==> src/rtl/pair_ramp_pkg.sv <==
package pair_ramp_pkg;
  typedef enum logic [1:0] {
    PS_IDLE = 2'd0,
    PS_RISE = 2'd1,
    PS_RUN  = 2'd2,
    PS_FALL = 2'd3
  } seq_state_e;

  localparam logic [1:0] LEG_HIZ  = 2'b00;
  localparam logic [1:0] LEG_RAMP = 2'b01;
  localparam logic [1:0] LEG_SW   = 2'b10;

  // all-half-bridge codes are the only ones that may ramp
  function automatic logic mode_half(input logic [2:0] code);
    return code[1:0] == 2'b11;
  endfunction

  function automatic logic [1:0] leg_code(input seq_state_e st);
    case (st)
      PS_RISE, PS_FALL: return LEG_RAMP;
      PS_RUN:           return LEG_SW;
      default:          return LEG_HIZ;
    endcase
  endfunction

  // drive of global leg g under the captured code
  function automatic logic route_leg(input logic [2:0] code,
                                     input logic [3:0] pwm,
                                     input int unsigned g);
    logic r;
    case (code)
      3'b100:  r = g[0] ? ~pwm[g-1] : pwm[g];
      3'b101:  r = (g < 2) ? pwm[g] : ((g == 2) ? pwm[2] : ~pwm[2]);
      3'b110:  r = g[0] ? ~pwm[0] : pwm[0];
      default: r = pwm[g];
    endcase
    return r;
  endfunction
endpackage

==> src/rtl/ramp_tick.sv <==
module ramp_tick #(
  parameter int unsigned RAMP_DIV = 4
) (
  input  logic clk,
  input  logic rst,
  input  logic run,
  output logic tick
);
  localparam int unsigned CNT_W = (RAMP_DIV > 1) ? $clog2(RAMP_DIV) : 1;
  localparam logic [CNT_W-1:0] CNT_LAST = CNT_W'(RAMP_DIV - 1);

  logic [CNT_W-1:0] cnt;

  assign tick = run && (cnt == CNT_LAST);

  always_ff @(posedge clk) begin
    if (rst || !run) cnt <= '0;
    else if (tick)   cnt <= '0;
    else             cnt <= cnt + 1'b1;
  end
endmodule

==> src/rtl/ramp_ctrl.sv <==
module ramp_ctrl
  import pair_ramp_pkg::*;
#(
  parameter int unsigned LVL_W = 8
) (
  input  logic             clk,
  input  logic             rst,
  input  logic             pair_rst_n,
  input  logic             ramp_en,
  input  logic [2:0]       cfg_code,
  input  logic             fault_kill,
  input  logic             tick,
  output seq_state_e       st,
  output logic [LVL_W-1:0] lvl,
  output logic [2:0]       cfg_q,
  output logic             run
);
  localparam logic [LVL_W-1:0] LVL_MAX = {LVL_W{1'b1}};

  logic rn_q;
  logic rise;
  logic ramp_new;
  logic ramp_old;

  assign rise     = pair_rst_n && !rn_q;
  assign ramp_new = ramp_en && mode_half(cfg_code);
  assign ramp_old = ramp_en && mode_half(cfg_q);
  assign run      = (st == PS_RISE) || (st == PS_FALL);

  always_ff @(posedge clk) begin
    if (rst) begin
      st    <= PS_IDLE;
      lvl   <= '0;
      cfg_q <= '0;
      rn_q  <= 1'b1;
    end else begin
      rn_q <= pair_rst_n;
      if (fault_kill) begin
        st  <= PS_IDLE;
        lvl <= '0;
      end else begin
        case (st)
          PS_IDLE: begin
            if (rise) begin
              cfg_q <= cfg_code;
              lvl   <= '0;
              st    <= ramp_new ? PS_RISE : PS_RUN;
            end
          end
          PS_RISE: begin
            if (!pair_rst_n)         st  <= PS_FALL;
            else if (lvl == LVL_MAX) st  <= PS_RUN;
            else if (tick)           lvl <= lvl + 1'b1;
          end
          PS_RUN: begin
            if (!pair_rst_n) begin
              if (ramp_old) begin
                st  <= PS_FALL;
                lvl <= LVL_MAX;
              end else begin
                st  <= PS_IDLE;
                lvl <= '0;
              end
            end
          end
          PS_FALL: begin
            if (rise) begin
              cfg_q <= cfg_code;
              if (ramp_new) st <= PS_RISE;
              else begin
                st  <= PS_RUN;
                lvl <= '0;
              end
            end else if (lvl == '0) st  <= PS_IDLE;
            else if (tick)          lvl <= lvl - 1'b1;
          end
          default: st <= PS_IDLE;
        endcase
      end
    end
  end
endmodule

==> src/rtl/leg_router.sv <==
module leg_router
  import pair_ramp_pkg::*;
#(
  parameter int unsigned PAIR_IDX = 0,
  parameter int unsigned LEGS     = 2
) (
  input  logic [2:0]      cfg_q,
  input  logic [3:0]      pwm_in,
  output logic [LEGS-1:0] routed
);
  for (genvar j = 0; j < LEGS; j++) begin : g_leg
    localparam int unsigned GLEG = PAIR_IDX * LEGS + j;
    assign routed[j] = route_leg(cfg_q, pwm_in, GLEG);
  end
endmodule

==> src/rtl/pair_ramp_seq.sv <==
module pair_ramp_seq
  import pair_ramp_pkg::*;
#(
  parameter int unsigned PAIR_IDX = 0,
  parameter int unsigned LVL_W    = 8,
  parameter int unsigned RAMP_DIV = 312500
) (
  input  logic             clk,
  input  logic             rst,
  input  logic             pair_rst_n,
  input  logic             ramp_en,
  input  logic [2:0]       cfg_code,
  input  logic             fault_kill,
  input  logic [3:0]       pwm_in,
  output logic [3:0]       leg_state,
  output logic [LVL_W-1:0] ramp_level,
  output logic [1:0]       leg_drive
);
  localparam int unsigned LEGS = 2;

  seq_state_e       st;
  logic [LVL_W-1:0] lvl;
  logic [2:0]       cfg_q;
  logic             run;
  logic             tick;
  logic [LEGS-1:0]  routed;

  ramp_tick #(.RAMP_DIV(RAMP_DIV)) u_tick (
    .clk(clk), .rst(rst), .run(run), .tick(tick)
  );

  ramp_ctrl #(.LVL_W(LVL_W)) u_ctrl (
    .clk(clk), .rst(rst), .pair_rst_n(pair_rst_n), .ramp_en(ramp_en),
    .cfg_code(cfg_code), .fault_kill(fault_kill), .tick(tick),
    .st(st), .lvl(lvl), .cfg_q(cfg_q), .run(run)
  );

  leg_router #(.PAIR_IDX(PAIR_IDX), .LEGS(LEGS)) u_route (
    .cfg_q(cfg_q), .pwm_in(pwm_in), .routed(routed)
  );

  always_ff @(posedge clk) begin
    if (rst)               leg_drive <= '0;
    else if (st == PS_RUN) leg_drive <= routed;
    else                   leg_drive <= '0;
  end

  for (genvar j = 0; j < LEGS; j++) begin : g_state
    assign leg_state[2*j +: 2] = leg_code(st);
  end

  assign ramp_level = lvl;
endmodule

==> config.mk <==
export PLATFORM = sky130hd
export DESIGN_NAME = pair_ramp_seq
export DESIGN_NICKNAME = d
export VERILOG_FILES = /design/src/rtl/pair_ramp_pkg.sv /design/src/rtl/ramp_tick.sv /design/src/rtl/ramp_ctrl.sv /design/src/rtl/leg_router.sv /design/src/rtl/pair_ramp_seq.sv
export SDC_FILE = /design/constraint.sdc
export NUM_CORES = 1
export LEC_CHECK = 0
export BUFFER_PORTS_ARGS = -buffer_cell sky130_fd_sc_hd__buf_2
export CELL_PAD_IN_SITES_DETAIL_PLACEMENT = 0
export CELL_PAD_IN_SITES_GLOBAL_PLACEMENT = 1
export CORE_ASPECT_RATIO = 0.5
export CORE_UTILIZATION = 45
export DETAILED_ROUTE_END_ITERATION = 10
export PLACE_DENSITY_LB_ADDON = 0.2
export SLEW_MARGIN = 20
export SYNTH_ARGS = -nofsm -noshare
export SYNTH_HDL_FRONTEND = slang
export SYNTH_SLANG_ARGS = --single-unit
==> constraint.sdc <==
create_clock -name clk -period 3.25 [get_ports clk]
set_clock_uncertainty 0.05 [all_clocks]
set_input_delay 0.1625 -clock clk [delete_from_list [all_inputs] [get_ports clk]]
set_output_delay 0.1625 -clock clk [all_outputs]
set_load 0.02 [all_outputs]
; ---- Word-level counts from Yosys, hierarchy flattened
; Cells that the tools add are included.
[word_totals]
ff_bits = 35
in_bits = 12
out_inout_bits = 14
elab_cells = 72
[classes]
addsub = 3
eq_ne = 19
n_mux = 22
bitwise_logic = 3
reduce_logical = 19
[op_table]
columns = op, count
row1 = $mux 8, 10
row2 = $pmux 8 s4, 1
row3 = $add 19x1->19 const B, 1
row4 = $eq 19x19->1 const B, 1
row5 = $mux 2, 8
row6 = $reduce_or 2->1, 6
row7 = $ne 3x2->1 const B, 3
row8 = $add 8x1->8 const B, 1
row9 = $eq 2x2->1 const B, 4
row10 = $eq 8x8->1 const B, 1
row11 = $logic_not 8->1, 1
row12 = $ne 2x2->1 const B, 4
row13 = $pmux 2 s4, 1
row14 = $reduce_and 8->1, 1
row15 = $sub 8x1->8 const B, 1
row16 = $eq 3x3->1 const B, 2
row17 = $ne 3x3->1 const B, 2
row18 = $logic_and 1x1->1, 4
row19 = $pmux 2 s2, 1
row20 = $reduce_and 4->1, 1
row21 = $not 1->1, 3
row22 = $reduce_and 3->1, 1
row23 = $eq 2x1->1 const B, 1
row24 = $logic_not 1->1, 2
row25 = 4 further kinds, 5

; ---- Depth between registers and ports, before layout
; Gate-level depths: netlist (run 1).
[depth]
ltp_word = 7
depth_mapped = 8
depth_no_buf = 7

; ---- Modules after synthesis
; Synthesis (run 1) repeated with hierarchy kept, for this count alone.
[unflattened]
hier_cells = 261
area_unflattened_um2 = 2209.6
[by_module_without_submodules]
columns = module, instances, cells_per_inst, area_each_um2, seq_area_each_um2
row1 = ramp_ctrl, 1, 146, 1153.6, 280.3
row2 = ramp_tick, 1, 103, 928.4, 380.4
row3 = pair_ramp_seq, 1, 8, 92.6, 40.0
row4 = leg_router, 1, 4, 35.0, 0.0

; ---- Least setup slack after synthesis (run 1)
; Ideal clock, no wire load.
[synth_timing]
kind = flip-flop to flip-flop
start = register u_ctrl.lvl[1]
end = register u_ctrl.lvl[6]
setup_ns = 0.123
arrival_time_ns = 1.773
required_time_ns = 3.077
path_slack_ns = 1.303
stages_incl_launch_ff = 8
n_path_buf = 1
synth_period_minus_slack_ns = 1.947
path_cell_list = dfxtp_1 > clkbuf_1 > inv_1 > ha_1 > and4_1 > or3b_2 > o2111ai_1 > mux2i_1
[synth_via]
elab_chain_len = 5
word_cells_on_any_way = 14
cone_classes = 2 x add/sub / 3 x eq/ne / 7 x mux / 2 x reduce/logical
[synth_lines]
columns = item, line
row1 = from (decl), ramp_ctrl.sv:14  ; output logic [LVL_W-1:0] lvl,
row2 = from (signal assigned), ramp_ctrl.sv:53  ; else if (tick) lvl <= lvl + 1'b1;
row3 = from (signal assigned), ramp_ctrl.sv:75  ; else if (tick) lvl <= lvl - 1'b1;
row4 = $sub 8x1->8 or $add 8x1->8 (tied branches), "ramp_ctrl.sv:75, ramp_ctrl.sv:53"
row5 = "$mux 8, on equally long branches", "ramp_ctrl.sv:75, ramp_ctrl.sv:53"
row6 = "$mux 8, on equally long branches", "ramp_ctrl.sv:74, ramp_ctrl.sv:52"
row7 = "$mux 8, on equally long branches", "ramp_ctrl.sv:67, ramp_ctrl.sv:51"
row8 = $pmux 8 s4, ramp_ctrl.sv:42  ; case (st)
; Parallel ways exist; a longest one is shown, timed or not. The select of a mux whose other input is x is not followed.
; A chain may end at the register's enable or synchronous reset.

; ---- Worst setup path in the final report (run 1)
[layout_timing]
start = register u_tick.cnt[0]
end = register u_ctrl.lvl[0]
[layout_via]
elab_chain_len = 4
word_cells_on_any_way = 5
cone_classes = 3 x eq/ne / 2 x reduce/logical
[layout_lines]
columns = item, line
row1 = from (decl), ramp_tick.sv:12  ; logic [CNT_W-1:0] cnt;
row2 = from (signal assigned), ramp_tick.sv:19  ; else cnt <= cnt + 1'b1;
row3 = $eq 19x19->1 *, ramp_tick.sv:14  ; assign tick = run && (cnt == CNT_LAST);
row4 = $logic_and 1x1->1 *, ramp_tick.sv:14
row5 = $ne 3x2->1 (no source line) or $ne 2x2->1 (tied branches), --
row6 = $reduce_and 8->1 (no source line) *, --
; Every way passes the cells marked *; elsewhere a longest branch is shown, timed or not.

==> summary.md, run 1 <==
| Metric | Value |
|---|---|
| Status | complete, no violations |
| Post-CTS sizing | 0 |
| Min cycle time layout | about 2.4 ns |
| Unique masters post-synth | 52 |
| Synth Net Count | ~280 |
| Largest cells by area after synthesis | dfxtp_1 33%, mux2i_1 5.7%, nor2_1 5.5% |
| Final TNS setup | 0 ns |
| Post-synth EDFFs | 0 |
| Final setup fails | 0 |
| Leading area contributor after synthesis | dfxtp_1 |
| Dpl cells | ~320 |
| First-pass GRT wire length | between 7000 and 8000 µm |
| Tcrit/Tclk final | approximately three quarters |
| N_diodes | 0 |
| Post-Route WL | around 4700 µm |
| Antenna-violating nets left | 0 |
| Vias | 1,874 |
| Max stage delay on crit path | about 0.56 ns |
| CP cell instances | ha_1 > nand2_1 > nor4_1 > o211ai_1 > a211o_1 > mux2i_1 |
| Number of hold buffers added after cts | 0 |
| Die Height | 50.4 µm |
| Post-Layout Cell Count | between 300 and 400 |
| Worst setup SP type | flop |
| Final HPWL DP | around 3300 µm |
| Iter 0 DRT Violations | 40 |
| Postcts setup bufs | 0 |
| Worst hold start | fault_kill |
| Crit. End Element | flop |
| Layout area overhead | 10.4% |
| Starting Density | between 40% and 50% |
| CTS Buf Count | 5 |
| Die Wd | 98.8 µm |
| Crit Path Class | flop to flop |
| Count leader, synth | dfxtp_1 |
| Leakage | 0.000889 µW |
| Max VDD drop | around 160 µV |
| Asr flop ratio synth | 0% |
| I/O Pins | 26 |
| PortBufs | 23 |
| Routed len/inst | 14.3 µm |
| Post-Syn Instances | 255 |
| Avg Inst Size Synth | 8.26 µm² |
| Share of the synthesized area in the top cell type | ~33% |
| Seq cells post-synth | 35 |
| Clk buf depth | 2 |
| CTS tree | done |
| Top cells by count, synth | 35 x dfxtp_1, 31 x nor2_1, 24 x nand2_1, 13 x xor2_1, 12 x mux2i_1 |
| Clock root buffer | clkbuf_8 |
| Total GRT Usage | between 20% and 30% |
| Fmax achieved | between 400 and 500 MHz |
| Layout cells sized above 1 | between 10% and 20% |
| Largest net degree at the start of global routing | 21 |
| Clock-pin slew on the worst setup and hold paths | ~0.070 ns |
| Pwr dens | approximately 380 nW/µm² |
| Slowest-stage cell, CP | nor4_1 |
| # clock sinks | 35 |
| Final Hold Vio Count | 0 |
| Area after DPL | between 2000 and 2500 µm² |
| CTS HTree Levels | 2 |
| Pre-antenna DRT Iters | 4 |
| Worst-Skew Late Latency | between 0.2 and 0.3 ns |
| Rows | 17 |
| RSZ-0062 raised after global routing | false |
| Actual slew at the worst max-slew pin | about 0.80 ns |
| Crit path launch | u_tick.cnt[0] |
| Vias in the first global route | about 1,700 |
| Max-cap viol count | 0 |
| Hold crit path type | input port to flop |
| Global route total overflow | 0 |
| Reg2reg start | u_tick.cnt[0] |
| Top_reg_cell synth | dfxtp_1 |
| Final nets | 292 |
| Final instance area | 2330 µm² |
| CP Max Fanout | 8 |
| Detailed-route DRC error count | 0 |
| Total die area | 4980 µm² |
| Sequential element share of the synthesized area | approximately a third |
| GP Congestion | about 0.8 |
| Max-Slew Margin vs Limit | a little under half |
| Yosys warnings | 0 |
| CP Data Required Time | roughly 3.4 ns |
| Final setup margin | 0.863 ns |
| Core Region | 4450 µm² |
| Initial antenna violation count | 0 |
| Critical Path AT | ~2.5 ns |
| Vias per inst | 5.71 |
| Max Slew Vio Count | 0 |
| Mapped Area | between 2000 and 2500 µm² |
| DP Worst Slack | around 0.9 ns |
## registers in the layout, summed over array words and instances, names as in the netlist
name / count
u_tick.cnt: 19
u_ctrl.rn_q: 1
u_ctrl.lvl: 8
u_ctrl.st: 2
u_ctrl.cfg_q: 3
leg_drive: 2
## cell type report
cell class | count | area (µm²)
Sequential cell | 35 | 701
Multi-Input combinational cell | 197 | 1300
Fill cell | 445 | 2120
Clock inverter | 2 | 37.5
Tap cell | 57 | 71.3
Inverter | 9 | 33.8
Timing Repair Buffer | 23 | 115
Clock buffer | 5 | 68.8
## report_power, final
group | total (µW) | switching, µW | leakage (µW) | internal [µW]
Clock | 385 | 161 | 0.0000502 | 224
Sequential | 435 | 2.46 | 0.000282 | 432
Combinational | 70.6 | 43.4 | 0.000556 | 27.2
Total | 890 | 207 | 0.000889 | 684
## layout by cell type (no fill, tap or decap), types with 3 or more instances in the layout
cell type and instances:
xnor2_1 4, xor2_1 13, dfxtp_1 35, and3_1 5, nand3_1 10, clkbuf_8 5
nor2_1 31, a32oi_1 3, inv_1 9, nand3b_1 3, nand2_1 24, o211ai_1 5
buf_2 23, or3_1 4, ha_1 9, nand4_1 8, o21ai_0 9, nor3_1 6
a21oi_1 7, nand2b_1 5, mux2i_1 12
## logic make-up (layout without fill, tap and decap cells)
kind of cell,after synthesis,after routing,synth area share (%)
and+or+nand+nor,115,115,28.7
AOI/OAI and AO/OA,44,44,14.8
DFF,35,35,33.3
buffers and inverters,23,39,5.11
xor gates and xnor gates,17,17,7.07
muxes,12,12,5.70
adders and majority gates,9,9,5.34
## critical path, delay by kind of cell (launching register included)
kind                       cells  cell delay, ns
and+or+nand+nor                2            0.65
muxes                          1            0.19
DFF                            1            0.39
AOI/OAI and AO/OA              2            0.72
adders and majority gates      1            0.25
## metrics by stage
stage | total power (µW) | util (%) | hold slack (ns)
CTS | 899 | 52.3 | 0.0705
finish | 890 | 52.3 | 0.0714
global placement | 514 | 49.9 | 0.362
detailed placement | 515 | 49.9 | 0.371
floorplan | 499 | - | 0.202
global route | 926 | 52.3 | 0.0783
## worst paths after layout
path	to	slack [ns]	depth (start not counted)
setup / recovery	u_ctrl.lvl[0]	0.86	6
hold / removal	u_ctrl.st[0]	0.07	2
setup reg to reg	u_ctrl.lvl[0]	0.86	6
hold reg to reg	u_tick.cnt[0]	0.43	1
## metal layers
metal	wire length, µm	global-route usage [%]	vias up
met4	34	5.72	0
met3	178	5.43	5
li1	-	-	948
met2	2180	33.8	33
met5	0	0	-
met1	2310	25.6	888
No activity file was read; power rests on OpenSTA's default activity.
==> run 2: changes to the inputs <==
- ABC_AREA: not set -> 1
- CORE_UTILIZATION: 45 -> 41
- clock period: 3.25 -> 2.2 ns (I/O delays scaled with it)
==> run 2 against run 1 <==
  * Critical path depth up 4
  * Sequential share of layout area decreased by 1.9 points
  * Largest cell class unchanged
  * First-iteration DRC count grew 130%
  * Wire length increased by 9.4%
  * Clock power up 54%
==> summary.md, run 2 <==
| Metric | Value |
|---|---|
| Status | complete, no violations (unchanged) |
| Crit. End Element | flop (unchanged) |
| Layout area overhead | 13.9% (was 10.4%) |
| Final setup fails | 0 (unchanged) |
| Worst setup SP type | flop (unchanged) |
| Sw Share | 25.0% (was 23.2%) |
| Count leader, synth | nand2_1 (was dfxtp_1) |
| Final nets | 376 (was 292) |
| Clock share of power | 43.8% (was 43.2%) |
| Max VDD drop | 337 µV (was 164 µV) |
| Vias per inst | 4.99 (was 5.71) |
| Largest cells by area after synthesis | dfxtp_1 32%, nand2_1 11%, nor2_1 9.7% (was dfxtp_1 33%, mux2i_1 5.7%, nor2_1 5.5%) |
| Most flops, register | u_tick.cnt (unchanged) |
| Psw | 338 µW (was 207 µW) |
| Largest net degree at the start of global routing | 13 (was 21) |
| Vias | 2,126 (was 1,874) |
| Max Slew Vio Count | 0 (unchanged) |
| Actual slew at the worst max-slew pin | 0.413 ns (was 0.796 ns) |
| Rows | 18 (was 17) |
| Layout cells sized above 1 | 14.6% (was 13.3%) |
| Iter 0 DRT Violations | 93 (was 40) |
| First-pass GRT wire length | 8740 µm (was 7840 µm) |
| Pre-antenna DRT Iters | 4 (unchanged) |
| Routed len/inst | 12.1 µm (was 14.3 µm) |
| Reg power frac | 47.5% (was 48.8%) |
| Yosys warnings | 0 (unchanged) |
| Post-synth EDFFs | 0 (unchanged) |
| Initial antenna violation count | 0 (unchanged) |
| Mapped Area | 2180 µm² (was 2110 µm²) |
| Total GRT Usage | 20.1% (about the same) |
| CP Data Required Time | 2.32 ns (was 3.35 ns) |
| Leading area contributor after synthesis | dfxtp_1 (unchanged) |
| Clock root buffer | clkbuf_8 (unchanged) |
| Global route total overflow | 0 (unchanged) |
| Max-Slew Margin vs Limit | 72.3% (was 46.7%) |
| Post-Syn Instances | 328 (was 255) |
| Post-Route WL | 5140 µm (was 4690 µm) |
| Postcts setup bufs | 0 (unchanged) |
| CTS tree | done (unchanged) |
| Fmax achieved | 559 MHz (was 419 MHz) |
| Antenna-violating nets left | 0 (unchanged) |
| Critical Path AT | 1.91 ns (was 2.49 ns) |
| PortBufs | 23 (unchanged) |
| Final HPWL DP | 3860 µm (was 3330 µm) |
| Most common cell after layout, fill and taps aside | nand2_1 (was dfxtp_1) |
| N_diodes | 0 (unchanged) |
| Max reg flops | 19 (unchanged) |
| Sequential element share of the synthesized area | 32.2% (was 33.3%) |
| Top_reg_cell synth | dfxtp_1 (unchanged) |
| Pwr dens | 545 nW/µm² (was 383 nW/µm²) |
| R2R setup slack | 0.41 ns (was 0.86 ns) |
| I/O Pins | 26 (unchanged) |
| Min cycle time layout | 1.79 ns (was 2.39 ns) |
| CP Max Fanout | 8 (unchanged) |
| Final TNS setup | 0 ns (unchanged) |
| Worst-Skew Late Latency | 0.29 ns (about the same) |
| Largest regs | u_tick.cnt (19), u_ctrl.lvl (8), u_ctrl.cfg_q (3) (unchanged) |
| Starting Density | 43.3% (was 47.4%) |
| Tcrit/Tclk final | 81.4% (was 73.5%) |
| Hold Slack | 0.0204 ns (was 0.0714 ns) |
| Detailed-route DRC error count | 0 (unchanged) |
| Top cells by count, synth | 62 x nand2_1, 56 x nor2_1, 36 x nand3_1, 35 x dfxtp_1, 35 x inv_1 (was 35 x dfxtp_1, 31 x nor2_1, 24 x nand2_1, 13 x xor2_1, 12 x mux2i_1) |
| CTS Buf Count | 5 (unchanged) |
| RSZ-0062 raised after global routing | false (unchanged) |
| Crit Path Class | flop to flop (unchanged) |
| Synth Net Count | 349 (was 276) |
| Die Height | 53.5 µm (was 50.4 µm) |
| CTS HTree Levels | 2 (unchanged) |
| GP Congestion | 0.796 (was 0.806) |
| Final Hold Vio Count | 0 (unchanged) |
| Total die area | 5620 µm² (was 4980 µm²) |
| Logic pwr share | 8.6% (was 7.9%) |
| Share of the synthesized area in the top cell type | 32.2% (was 33.3%) |
| Max-cap viol count | 0 (unchanged) |
| Core Region | 5020 µm² (was 4450 µm²) |
| Die Wd | 105 µm (was 98.8 µm) |
| Avg Inst Size Synth | 6.64 µm² (was 8.26 µm²) |
| Dpl cells | 417 (was 321) |
| Internal power | 1020 µW (was 684 µW) |
| Unique masters post-synth | 31 (was 52) |
| Asr flop ratio synth | 0% (unchanged) |
| Clock-pin slew on the worst setup and hold paths | 0.08 ns (was 0.07 ns) |
| Vias in the first global route | 1,931 (was 1,695) |
| Post-Layout Cell Count | 426 (was 328) |
| # clock sinks | 35 (unchanged) |
| Commonest non-fill, non-tap cells in the layout | 62 x nand2_1, 56 x nor2_1, 36 x nand3_1, 35 x inv_1, 35 x dfxtp_1 (was 35 x dfxtp_1, 31 x nor2_1, 24 x nand2_1, 23 x buf_2, 13 x xor2_1) |
| Hold crit path type | input port to flop (unchanged) |
| Seq cells post-synth | 35 (unchanged) |
| Clk buf depth | 2 (unchanged) |
| Leakage | 0.00101 µW (was 0.000889 µW) |
[run 2: cell types whose count changed in the layout (fill, tap and decap cells not counted), sizes merged, moves of 5 or more]
| cell | before | now |
|---|---|---|
| xor2 | 13 | 7 |
| a21oi | 7 | 23 |
| nand3 | 10 | 40 |
| nand2b | 5 | 0 |
| nand4 | 9 | 4 |
| nor2 | 31 | 62 |
| or3 | 5 | 0 |
| mux2i | 12 | 0 |
| nand2 | 24 | 65 |
| inv | 9 | 37 |
[run 2: power by group through the flow]
stage / logic (µW) / registers (µW) / clock network [µW]
finish: 117 / 643 / 593
floorplan: 78.6 / 658 / 0
global route: 131 / 644 / 645
detailed placement: 116 / 658 / 0
CTS: 118 / 643 / 608
global placement: 115 / 658 / 0
[run 2: cell families (layout without fill, tap and decap cells)]
| group | count (synthesis) | count (layout) | share of synthesized area [%] |
|---|---|---|---|
| compound gates | 41 | 41 | 10.1 |
| xor+xnor | 11 | 11 | 4.43 |
| fa+ha+maj | 9 | 9 | 5.17 |
| buf+inv | 44 | 72 | 8.28 |
| flops | 35 | 35 | 32.2 |
| simple gates | 188 | 188 | 39.8 |
[run 2: worst paths after layout]
kind / start / to / depth (start not counted)
worst max-delay path: u_tick.cnt[0] / u_ctrl.lvl[0] / 10
worst min-delay path: cfg_code[1] / u_ctrl.cfg_q[1] / 3
worst max register to register: u_tick.cnt[0] / u_ctrl.lvl[0] / 10
worst min register to register: u_ctrl.cfg_q[2] / u_ctrl.cfg_q[2] / 2
[run 2: what timing repair did]
item / 4_1_cts / 5_1_grt
endpoints found under the hold margin: 1 / 0
hold buffers: 1 / 0
gates resized for setup: 0 / 0
[run 2: layer usage]
metal  GRT usage, %  routed length [µm]
met5              0                   0
met4           4.23                  10
met3           5.42                 118
met2           34.8                2380
met1           25.8                2630
[run 2: area by class of cell]
cell class              count  area, µm²
well taps                  70       87.6
multi-input cells         249       1300
repair buffers             26        140
fillers                   502       2540
clock buffers               5       68.8
inverters                  38        143
clock inverters             3       43.8
flip-flops and latches     35        701
[run 2: worst max-delay path: stages, from the launching register on]
cell     delay (ns)
dfxtp_1        0.37
ha_1           0.27
inv_1          0.06
nor2_1         0.08
nand3_1        0.07
nor2_1         0.17
nand2_1        0.12
nand2_1        0.09
nand3_2        0.19
nand2_1        0.13
a21oi_1        0.07
[run 2: stage by stage]
step                      total power, µW  utilization (%)  setup slack, ns  area (µm²)
after detailed placement              774             46.9            0.399        2360
final                                1350             49.4            0.410        2480
after CTS                            1370             49.4            0.369        2480
after global routing                 1420             49.4            0.146        2480
after global placement                773             46.9            0.424        2360
after floorplan                       737                -            0.564        2180
==> run 3: changes to the inputs <==
- clock period: 2.2 -> 1.8 ns (I/O delays scaled with it)
==> run 3 against run 2 <==
  * Maximum frequency rose by 4.4%
  * Sequential power rose by 22%
  * Non-clock buffer count rose by 11
  * Worst setup slack got worse by 0.33 ns
  * Cell area rose by 6.0%
  * Critical path type unchanged
  * Critical endpoint is now u_ctrl.cfg_q[2]
==> summary.md, run 3 (same netlist as run 2, synthesis figures left out) <==
| Metric | Value |
|---|---|
| Commonest non-fill, non-tap cells in the layout | 62 x nand2_1, 53 x nor2_1, 34 x nand3_1, 33 x inv_1, 30 x dfxtp_1 (was 62 x nand2_1, 56 x nor2_1, 36 x nand3_1, 35 x inv_1, 35 x dfxtp_1) |
| Worst hold start | fault_kill (was cfg_code[1]) |
| Total die area | 5620 µm² (unchanged) |
| Clk buf depth | 2 (unchanged) |
| Final Hold Vio Count | 0 (unchanged) |
| Die Wd | 105 µm (unchanged) |
| Hold crit path type | input port to flop (unchanged) |
| Dpl cells | 425 (was 417) |
| Initial antenna violation count | 0 (unchanged) |
| Fmax achieved | 583 MHz (was 559 MHz) |
| RSZ-0062 raised after global routing | true (was false) |
| CTS tree | done (unchanged) |
| CTS Buf Count | 5 (unchanged) |
| Vias | 2,186 (was 2,126) |
| Final HPWL DP | 3950 µm (was 3860 µm) |
| Crit path launch | u_ctrl.st[0] (was u_tick.cnt[0]) |
| Logic pwr share | 11.3% (was 8.6%) |
| Slowest-stage cell, CP | nor3_1 (was dfxtp_1) |
| Critical Path AT | 1.85 ns (was 1.91 ns) |
| Iter 0 DRT Violations | 85 (was 93) |
| Crit. End Element | flop (unchanged) |
| Postcts setup bufs | 0 (unchanged) |
| Most common cell after layout, fill and taps aside | nand2_1 (unchanged) |
| Starting Density | 43.3% (unchanged) |
| Final nets | 387 (was 376) |
| Detailed-route DRC error count | 0 (unchanged) |
| First-pass GRT wire length | 8740 µm (unchanged) |
| Largest net degree at the start of global routing | 20 (was 13) |
| Tcrit/Tclk final | 95.3% (was 81.4%) |
| # clock sinks | 35 (unchanged) |
| Max reg flops | 19 (unchanged) |
| Min cycle time layout | 1.72 ns (was 1.79 ns) |
| CP Max Fanout | 4 (was 8) |
| GP Congestion | 0.832 (was 0.796) |
| PnR Total Power | 1540 µW (was 1350 µW) |
| PortBufs | 23 (unchanged) |
| Clock-pin slew on the worst setup and hold paths | 0.08 ns (about the same) |
| Global route total overflow | 0 (unchanged) |
| Max Slew Vio Count | 0 (unchanged) |
| Max stage delay on crit path | 0.39 ns (was 0.37 ns) |
| Status | complete, no violations (unchanged) |
| Post-Layout Cell Count | 437 (was 426) |
| Total GRT Usage | 20.4% (was 20.1%) |
| Pre-antenna DRT Iters | 4 (unchanged) |
| Max-Slew Margin vs Limit | 71.7% (was 72.3%) |
| Layout cells sized above 1 | 20.4% (was 14.6%) |
| Most used cell, CP | inv_1 (was nand2_1) |
| Rows | 18 (unchanged) |
| Most flops, register | u_tick.cnt (unchanged) |
| Pwr dens | 585 nW/µm² (was 545 nW/µm²) |
| Core Region | 5020 µm² (unchanged) |
| Largest regs | u_tick.cnt (19), u_ctrl.lvl (8), u_ctrl.cfg_q (3) (unchanged) |
| Post-Route WL | 5350 µm (was 5140 µm) |
| Vias per inst | 5.00 (was 4.99) |
| CTS HTree Levels | 2 (unchanged) |
| Clock share of power | 37.5% (was 43.8%) |
| Fill cells | 499 (was 502) |
| Die Height | 53.5 µm (unchanged) |
| Psw | 421 µW (was 338 µW) |
| I/O Pins | 26 (unchanged) |
| Max-cap viol count | 0 (unchanged) |
| Layout area overhead | 20.7% (was 13.9%) |
| Internal power | 1120 µW (was 1020 µW) |
| Worst setup SP type | flop (unchanged) |
| Clock root buffer | clkbuf_8 (unchanged) |
| Actual slew at the worst max-slew pin | 0.421 ns (was 0.413 ns) |
| Crit Path Class | flop to flop (unchanged) |
| Vias in the first global route | 1,864 (was 1,931) |
| Antenna-violating nets left | 0 (unchanged) |
| Sw Share | 27.4% (was 25.0%) |
| Max VDD drop | 329 µV (was 337 µV) |
| Reg power frac | 51.2% (was 47.5%) |
| N_diodes | 0 (unchanged) |
| Routed len/inst | 12.2 µm (was 12.1 µm) |
| CP Data Required Time | 1.93 ns (was 2.32 ns) |
| Reg2reg start | u_ctrl.st[0] (was u_tick.cnt[0]) |
| Worst-Skew Late Latency | 0.29 ns (about the same) |
| Final setup fails | 0 (unchanged) |
| Leakage | 0.00106 µW (was 0.00101 µW) |
| CP cell instances | inv_1 > ha_1 > nor3_1 > inv_1 > o21ai_0 > a21oi_1 (was ha_1 > inv_1 > nor2_1 > nand3_1 > nor2_1 > nand2_1 > nand2_1 > nand3_2 > nand2_1 > a21oi_1) |
-- run 3: cell count changes in the layout (fill, tap and decap cells not counted), moves of 2 or more --
| cell | before | now |
|---|---|---|
| buf_4 | 2 | 9 |
| dfxtp_1 | 35 | 30 |
| dfxtp_2 | 0 | 4 |
| dlygate4sd3_1 | 1 | 4 |
| ha_1 | 9 | 6 |
| nor2_1 | 56 | 53 |
| nor2_2 | 3 | 6 |
| clkinvlp_4 | 0 | 2 |
| ha_4 | 0 | 2 |
| inv_1 | 35 | 33 |
| inv_2 | 2 | 4 |
| nand3_1 | 36 | 34 |
-- run 3: path summary, 6_finish.rpt --
kind	to	slack [ns]	cells after the start
worst min-delay path	u_ctrl.st[1]	0.02	4
worst max register to register	u_ctrl.cfg_q[2]	0.08	6
worst max-delay path	u_ctrl.cfg_q[2]	0.08	6
worst min register to register	u_tick.cnt[18]	0.41	2
-- run 3: critical path: cells and delay by family, from the launching register on --
family	cells	cell delay, ns
AOI/OAI and AO/OA	2	0.23
adders and majority gates	1	0.26
buffers and inverters	2	0.32
DFF	1	0.36
and+or+nand+nor	1	0.39
-- run 3: final cells by class --
| type | count | area [µm²] | share of cell area (%) |
|---|---|---|---|
| sequential | 35 | 709 | 27.0 |
| multi-input combinational | 249 | 1360 | 51.6 |
| clock inverter | 3 | 20.0 | 0.762 |
| inverter | 38 | 143 | 5.43 |
| tap | 70 | 87.6 | 3.33 |
| clock buffer | 5 | 68.8 | 2.62 |
| timing repair buffer | 37 | 243 | 9.24 |
-- run 3: what timing repair did --
action	CTS	global route
setup endpoints to repair	0	11
resized for setup	0	20
hold buffers	4	0
hold endpoints to repair	5	0
-- run 3: per-stage QoR --
stage,utilization [%],hold WS [ns],worst slack (ns),cell area (µm²),setup TNS [ns]
final,52.3,0.0166,0.0847,2630,0
after global routing,52.3,0.0135,-0.0606,2630,-0.237
after CTS,50.9,0.00971,0.0236,2560,0
after detailed placement,48.4,0.237,0.0429,2430,0
after global placement,48.4,0.226,0.0922,2430,0
after floorplan,-,0.129,0.164,2180,0
-- run 3: metal layers --
| metal | up-vias | share of wire, % | GRT usage (%) |
|---|---|---|---|
| li1 | 1134 | - | - |
| met1 | 1012 | 52 | 26.8 |
| met2 | 34 | 43 | 32.7 |
| met3 | 6 | 3.9 | 5.67 |
| met4 | 0 | 0.99 | 7.28 |
| met5 | - | 0 | 0 |
-- run 3: power groups by stage --
stage / clock network, µW / logic (µW) / registers [µW]
after detailed placement: 0 / 153 / 804
final: 576 / 173 / 787
after CTS: 602 / 159 / 786
after global placement: 0 / 150 / 804
after floorplan: 0 / 96.1 / 805
after global routing: 643 / 190 / 788
